### config.mk
export PLATFORM = sky130hd
export DESIGN_NAME = mc_datapath
export DESIGN_NICKNAME = d
export VERILOG_FILES = /design/src/rtl/mc_datapath.sv
export SDC_FILE = /design/constraint.sdc
export NUM_CORES = 2
export LEC_CHECK = 0
export CORE_UTILIZATION = 60
export CTS_CLUSTER_DIAMETER = 150
export DETAILED_ROUTE_END_ITERATION = 8
export GPL_ROUTABILITY_DRIVEN = 0
export PLACE_DENSITY = 0.8
export SLEW_MARGIN = 20
export SYNTH_ARGS = -nofsm -noshare
export SYNTH_HDL_FRONTEND = slang
export SYNTH_SLANG_ARGS = --single-unit
### constraint.sdc
create_clock -name clk -period 7.6 [get_ports clk]
set_clock_uncertainty 0.1 [all_clocks]
set_input_delay 1.14 -clock clk [delete_from_list [all_inputs] [get_ports clk]]
set_output_delay 1.14 -clock clk [all_outputs]
set_load 0.03 [all_outputs]
### src/rtl/mc_datapath.sv
module mc_datapath (
  input  logic        clk,
  input  logic        rst_n,
  input  logic [31:0] mem_rdata,
  input  logic        pc_we,
  input  logic        pc_cond_we,
  input  logic        addr_sel,
  input  logic        ir_load,
  input  logic        dst_sel,
  input  logic        wb_sel,
  input  logic        rf_we,
  input  logic        srca_sel,
  input  logic [1:0]  srcb_sel,
  input  logic [1:0]  alu_mode,
  input  logic [1:0]  pc_src,
  output logic [31:0] mem_addr,
  output logic [31:0] mem_wdata,
  output logic [31:0] instr,
  output logic        alu_zero
);

  localparam logic [5:0] FN_ADD = 6'h20;
  localparam logic [5:0] FN_SUB = 6'h22;
  localparam logic [5:0] FN_AND = 6'h24;
  localparam logic [5:0] FN_OR  = 6'h25;
  localparam logic [5:0] FN_SLT = 6'h2A;

  typedef enum logic [2:0] {OP_ADD, OP_SUB, OP_AND, OP_OR, OP_SLT} alu_op_e;

  logic [31:0] pc, ir, mdr, a_q, b_q, alu_out;
  logic [31:0] rf [32];
  logic [31:0] op_a, op_b, alu_res, pc_next;
  alu_op_e     alu_op;

  wire [4:0]  rs_idx   = ir[25:21];
  wire [4:0]  rt_idx   = ir[20:16];
  wire [4:0]  wr_idx   = dst_sel ? ir[15:11] : rt_idx;
  wire [31:0] wr_data  = wb_sel ? mdr : alu_out;
  wire [31:0] imm_ext  = {{16{ir[15]}}, ir[15:0]};
  wire [31:0] jump_tgt = {pc[31:28], ir[25:0], 2'b00};
  wire        pc_load  = pc_we | (pc_cond_we & alu_zero);

  assign op_a      = srca_sel ? a_q : pc;
  assign mem_addr  = addr_sel ? alu_out : pc;
  assign mem_wdata = b_q;
  assign instr     = ir;
  assign alu_zero  = (alu_res == 32'd0);

  always_comb begin
    case (srcb_sel)
      2'b00:   op_b = b_q;
      2'b01:   op_b = 32'd4;
      2'b10:   op_b = imm_ext;
      default: op_b = {imm_ext[29:0], 2'b00};
    endcase
  end

  always_comb begin
    case (alu_mode)
      2'b01: alu_op = OP_SUB;
      2'b10: begin
        case (ir[5:0])
          FN_SUB:  alu_op = OP_SUB;
          FN_AND:  alu_op = OP_AND;
          FN_OR:   alu_op = OP_OR;
          FN_SLT:  alu_op = OP_SLT;
          FN_ADD:  alu_op = OP_ADD;
          default: alu_op = OP_ADD;
        endcase
      end
      default: alu_op = OP_ADD;
    endcase
  end

  always_comb begin
    case (alu_op)
      OP_SUB:  alu_res = op_a - op_b;
      OP_AND:  alu_res = op_a & op_b;
      OP_OR:   alu_res = op_a | op_b;
      OP_SLT:  alu_res = {31'd0, $signed(op_a) < $signed(op_b)};
      default: alu_res = op_a + op_b;
    endcase
  end

  always_comb begin
    case (pc_src)
      2'b01:   pc_next = alu_out;
      2'b10:   pc_next = jump_tgt;
      default: pc_next = alu_res;
    endcase
  end

  always_ff @(posedge clk or negedge rst_n) begin
    if (!rst_n) begin
      pc      <= '0;
      ir      <= '0;
      mdr     <= '0;
      a_q     <= '0;
      b_q     <= '0;
      alu_out <= '0;
    end else begin
      if (pc_load) pc <= pc_next;
      if (ir_load) ir <= mem_rdata;
      mdr     <= mem_rdata;
      a_q     <= rf[rs_idx];
      b_q     <= rf[rt_idx];
      alu_out <= alu_res;
    end
  end

  always_ff @(posedge clk or negedge rst_n) begin
    if (!rst_n) begin
      for (int i = 0; i < 32; i++) rf[i] <= '0;
    end else if (rf_we && wr_idx != 5'd0) begin
      rf[wr_idx] <= wr_data;
    end
  end


  pc_fetch_chk: assert property (@(posedge clk) disable iff (!rst_n)
    (pc_we && !srca_sel && srcb_sel == 2'b01 && alu_mode == 2'b00 && pc_src == 2'b00)
    |=> pc == $past(pc) + 32'd4);


  ir_hold_chk: assert property (@(posedge clk) disable iff (!rst_n)
    !ir_load |=> $stable(ir));


  pc_hold_chk: assert property (@(posedge clk) disable iff (!rst_n)
    (!pc_we && !pc_cond_we) |=> $stable(pc));


  branch_not_taken_chk: assert property (@(posedge clk) disable iff (!rst_n)
    (!pc_we && pc_cond_we && !alu_zero) |=> $stable(pc));


  jump_target_chk: assert property (@(posedge clk) disable iff (!rst_n)
    (pc_we && pc_src == 2'b10)
    |=> pc == {$past(pc[31:28]), $past(ir[25:0]), 2'b00});


  reg_zero_chk: assert property (@(posedge clk) disable iff (!rst_n)
    (rf_we && wr_idx == 5'd0) |=> rf[0] == 32'd0);

endmodule

; Yosys cells after proc, flatten, opt, wreduce, memory -nomap -nowiden
; Cells that the tools add are included.
[totals]
register_bits = 1216
inputBits = 48
output_inout_bits = 97
[classes]
add_sub_neg = 2
magnitude_cmp = 5
eq_ne = 14
n_mux = 18
bitwise = 8
n_reduce_logical = 6
[op_table]
columns = op, n
row1 = bitwise mux 1024 bit, 1
row2 = binary-select mux 32 bit (select 5 bit), 2
row3 = 2-to-1 mux 32 bit, 8
row4 = demux 32 bit (select 5 bit), 1
row5 = one-hot mux 32 bit (4 select lines), 1
row6 = one-hot mux 32 bit (3 select lines), 1
row7 = one-hot mux 32 bit (2 select lines), 1
row8 = adder 32 bit, 1
row9 = AND 32 bit, 1
row10 = logical NOT 32 bit, 1
row11 = < comparator 32 bit, 1
row12 = bitwise OR 32 bit, 1
row13 = subtractor 32 bit, 1
row14 = equality test 6 bit (second input constant), 4
row15 = >= comparator 6 bit (second input constant), 3
row16 = NOT 5 -> 6 bit, 3
row17 = one-hot mux 3 bit (4 select lines), 1
row18 = equality test 2 x 1 -> 1 bit (second input constant), 3
row19 = equality test 2 bit (second input constant), 3
row20 = equality test 3 x 2 -> 1 bit (second input constant), 2
row21 = < comparator 6 x 1 -> 1 bit (second input constant), 1
row22 = one-hot mux 3 bit (2 select lines), 1
row23 = 2-to-1 mux 5 bit, 1
row24 = nonzero test 5 bit, 1
row25 = 8 further kinds, 9

; Longest topological paths before layout
[depth]
word_depth = 9
ltp_mapped = 20
mapped_depth_nobuf = 18

; Worst setup path before layout
; Ideal clock, no wire load.
[synth_timing]
path_type = input-to-output
start = input srcb_sel[1]
end = output alu_zero
arrival_ns = 5.499
t_required_ns = 6.360
setup_slack_ns = 0.861
stages = 17
path_cell_list = clkbuf_1 > buf_1 > clkbuf_1 > nand3_1 > o21ai_0 > ha_1 > clkbuf_1 > nor4_1 > o2111ai_1 > nand3b_1 > a211oi_2 > a221o_1 > a21o_1 > a2111o_1 > or4_1 > or4_4 > and4bb_2
[synth_via]
elab_chain_cells = 5
word_cells_on_any_way = 11
[synth_lines]
columns = item, line
row1 = start: declaration, 13  ; input logic [1:0] srcb_sel,
row2 = equality test 2 bit (tied with other cells), 50  ; case (srcb_sel)
row3 = one-hot mux 32 bit (3 select lines) *, 50
row4 = adder 32 bit (tied with other cells), 81  ; default: alu_res = op_a + op_b;
row5 = one-hot mux 32 bit (4 select lines) *, 76  ; case (alu_op)
row6 = net alu_res[15], 32  ; logic [31:0] op_a, op_b, alu_res, pc_next;
row7 = logical NOT 32 bit *, 47  ; assign alu_zero = (alu_res == 32'd0);
row8 = end: declaration, 19  ; output logic alu_zero
; Mark *: on every way through the listed nets, which the timed path passes. The rest lies on a longest branch.

; Worst setup path in the final report
; Ends and elaborated chain as after synthesis.

==> reports/summary.txt <==
======================================================================================================
Overall Power                                                                                 30.02 mW
Failing checks                                                                            design-rule violations
Clock latency on the worst-skew pair                                                            750 ps
Startpoint type of the worst setup path                                                     input port
Least-Margin Pin Slew                                                                          1229 ps
Netlist area before placement                                                             0.06498 mm^2
Clock transition at the register clock pins on the worst setup and hold paths after CTS          60 ps
Switching share of power                                                                        0.3781
Post-synthesis cell type count                                                                      94
Reg-to-reg setup timing slack                                                                  1600 ps
Die height                                                                                    331.1 um
Antenna violations before repair                                                                     7
Most used flip-flop cell after synthesis                                                  sky130_fd_sc_hd__dfrtp_1
Number of cell rows                                                                                120
Number of CTS-inserted buffers                                                                     117
Headroom to the max-slew limit                                                                  0.1804
Clock power frac                                                                                 0.198
Number of instances on the worst hold path                                                           0
Crit path capture type                                                                     output port
Startpoint of the most critical hold path                                                     rf[1023]
Sink count of the clock tree                                                                      1216
Leading cell type in the layout, fill and taps excluded                                   sky130_fd_sc_hd__dfrtp_1
Antenna violation net count after detailed routing                                                   0
Max Cap Viol                                                                                         0
Number of buffers on the longest clock path                                                          3
Overall Global Routing Usage                                                                    0.3845
Synth top area share                                                                            0.4683
Cells taking the most area after synthesis                                                sky130_fd_sc_hd__dfrtp_1 (47%), sky130_fd_sc_hd__mux4_2 (22%), sky130_fd_sc_hd__a21oi_1 (8.1%), sky130_fd_sc_hd__nor2_1 (6.1%), sky130_fd_sc_hd__mux2_2 (2.8%)
Fillers                                                                                           7173
Fraction of the cycle the final worst path needs                                                0.9871
Post-synthesis cell type with the largest combined area                                   sky130_fd_sc_hd__dfrtp_1
Sw power                                                                                      11.35 mW
Share of synthesized flip-flops with an asynchronous set or reset                                1.000
Post-layout minimum cycle time                                                                 7502 ps
Post-synthesis mux area share                                                                   0.2627
End point of the most critical hold path                                                      rf[1023]
Commonest non-fill, non-tap cells in the layout                                           sky130_fd_sc_hd__dfrtp_1 (1206), sky130_fd_sc_hd__a21oi_1 (1047), sky130_fd_sc_hd__nor2_1 (1032)
Reg-to-reg startpoint                                                                         instr[2]
Number of buffer and inverter instances along the worst setup path                                   3
Ports                                                                                              145
Total overflow reported by the global router                                                         0
CTS H-Tree Depth                                                                                     3
Largest delay contributor family on the critical path                                     simple AND/OR/NAND/NOR gates
Area fraction in compound gates after synthesis                                                 0.1223
Number of global-route vias before repair                                                        51430
Number of placed instances with taps included                                                     6770
Total routed wirelength                                                                      208500 um
Critical R2R Capture                                                                            pc[11]
Slowest cell on the critical path                                                         sky130_fd_sc_hd__ha_1
Sequential cell fraction of total power                                                          0.402
Arrival @ worst endpoint                                                                       6260 ps
CP max stage delay                                                                              580 ps
WL per Instance                                                                               29.84 um
Post-synthesis adder-cell area fraction                                                        0.01987
CTS tree                                                                                           yes
Starting Density                                                                                0.6062
Die Wd                                                                                        331.1 um
Multi-input logic area                                                                    0.03222 mm^2
Detailed placement HPWL                                                                      121300 um
Final cell count without fillers                                                                  6986
Avg Synthesized Cell Area                                                                   11.50 um^2
Synthesis-to-layout area growth                                                                 10.08%
Number of DRC markers after the initial detailed-route iteration                                  7964
Number of buffers added for setup after CTS                                                          0
Vias/cell                                                                                        7.257
Max frequency                                                                                133.3 MHz
Nets@finish                                                                                       5636
Count of synthesis-stage warnings from yosys                                                         0
Result of the run                                                                         complete, but fails checks
Internal power component                                                                      18.67 mW
Combinational cell fraction of total power                                                       0.400
Cells after synthesis                                                                             5650
Number of iterations in the first detailed-routing pass                                              9
Clock root buffer                                                                         sky130_fd_sc_hd__clkbuf_16
Routed vias                                                                                      50700
Synthesized-area fraction occupied by and/or/nand/nor cells                                    0.08432
Pwr Density                                                                               419.7 mW/mm^2
Final count of hold timing violations                                                                0
Dominant combinational cell family by area after synthesis                                multiplexers
Data required time at the worst endpoint                                                       6360 ps
Critical Path Fanout Max                                                                            26
Post-synthesis xor/xnor area fraction                                                         0.001483
Post-synthesis net count                                                                          5800
# DRC                                                                                               81
Max-slew violation count                                                                             0
Maximum number of pins on one net before global-route repair                                       185
Die Outline Area                                                                           0.1096 mm^2
Sequential fraction of the synthesis area                                                       0.4683
Final Setup Violations                                                                               0
Core region area                                                                           0.1072 mm^2
Setup CP Type                                                                                   in2out
Depth of the worst register-to-register path                                                        15
IR Drop Worst-Case VDD                                                                       0.2607 mV
Number of enable flip-flop cells after synthesis                                                     0
Kind of path behind the tightest hold check                                                    reg2reg
RSZ-0062 raised after global routing                                                             false
Port Buffers                                                                                       144
Global-route wire length before repair                                                       312000 um
Leakage component of the power                                                                29.48 nW
Share of layout cells above drive strength 1                                                    0.2258
Cell-by-cell trace of the critical path                                                   buf_2 -> buf_4 -> mux2i_1 -> o21ai_0 -> ha_1 -> nand4_1 -> or3_1 -> a31o_2 -> and3_1 -> a211o_1 -> or3_1 -> nor4bb_1 -> nand4_1 -> or4_4 -> and4bb_2 -> buf_4
FF+latch count, synth                                                                             1216
Register area                                                                             0.03046 mm^2
======================================================================================================
power groups by stage:
stage / sequential, mW / combinational, mW / clock [mW]
2_1_floorplan: 11.1 / 8.61 / 0
3_3_place_gp: 11.6 / 11.1 / 0
3_5_place_dp: 11.9 / 11.6 / 0
4_1_cts: 11.9 / 11.7 / 5.94
5_1_grt: 12.3 / 12.8 / 6.18
6_report: 12.1 / 12.0 / 5.94
what timing repair did:
item,in CTS,in global routing
hold buffers,0,0
gates resized for setup,0,1
endpoints found under the setup margin,0,1
kinds of logic (layout without fill, tap and decap cells):
| kind of cell | Yosys count | after routing |
|---|---|---|
| AO/OA/AOI/OAI | 1411 | 1411 |
| buffers and inverters | 692 | 623 |
| adder cells (fa/ha/maj) | 102 | 102 |
| XOR/XNOR | 11 | 11 |
| AND/OR/NAND/NOR | 1344 | 1344 |
| other | 0 | 2 |
| multiplexers | 874 | 874 |
| flip-flops | 1216 | 1216 |
flip-flops by register name, indices dropped and copies added (netlist names):
signal     cells
mem_wdata     32
a_q           32
mdr           32
rf          1024
instr         32
pc            32
alu_out       32
routing by layer:
metal,share of wire,routed length (um),track usage
met1,0.33,68890,0.4809
met2,0.46,94980,0.5798
met3,0.15,30580,0.1372
met4,0.067,13930,0.2294
met5,0.00032,66,0
stage by stage:
stage          area, um^2  TNS, ps  hold slack, ps  utilization  setup slack (ps)
2_1_floorplan       64980        0           341.3            -             861.0
3_3_place_gp        67570   -49.54           276.3       0.6303            -49.54
5_1_grt             71530        0           309.8       0.6673             6.852
4_1_cts             71510        0           296.6       0.6671             175.7
3_5_place_dp        67650        0           283.3       0.6311             178.7
6_report            71530        0           294.6       0.6673             97.98
how the worst max path moves through the flow:
stage                     start        to  slack [ps]  cells after the start
global placement    srcb_sel[0]  alu_zero         -50                     16
detailed placement  srcb_sel[0]  alu_zero         180                     16
finish              srcb_sel[1]  alu_zero         100                     16
CTS                 srcb_sel[0]  alu_zero         180                     16
floorplan           srcb_sel[1]  alu_zero         860                     17
global route        srcb_sel[1]  alu_zero           7                     16
layout make-up:
cell class | count | area share
Sequential cell | 1216 | 0.4258
Timing Repair Buffer | 290 | 0.03890
Antenna cell | 2 | 0.00006997
Clock buffer | 177 | 0.04661
Multi-Input combinational cell | 3742 | 0.4505
Inverter | 119 | 0.006244
Tap cell | 1403 | 0.02454
Clock inverter | 37 | 0.007311
synth_stat cells (all sizes together) (20+ instances only):
cell type	instances
clkbuf	474
mux2	183
a21oi	1048
nor3	32
nor2	1048
buf	99
nand2	125
inv	119
mux4	640
ha	100
dfrtp	1216
a221oi	20
o21ai	103
a22oi	22
a21o	31
o211ai	23
mux2i	51
nand3	29
Note: power is estimated with default switching activity, not from simulation.
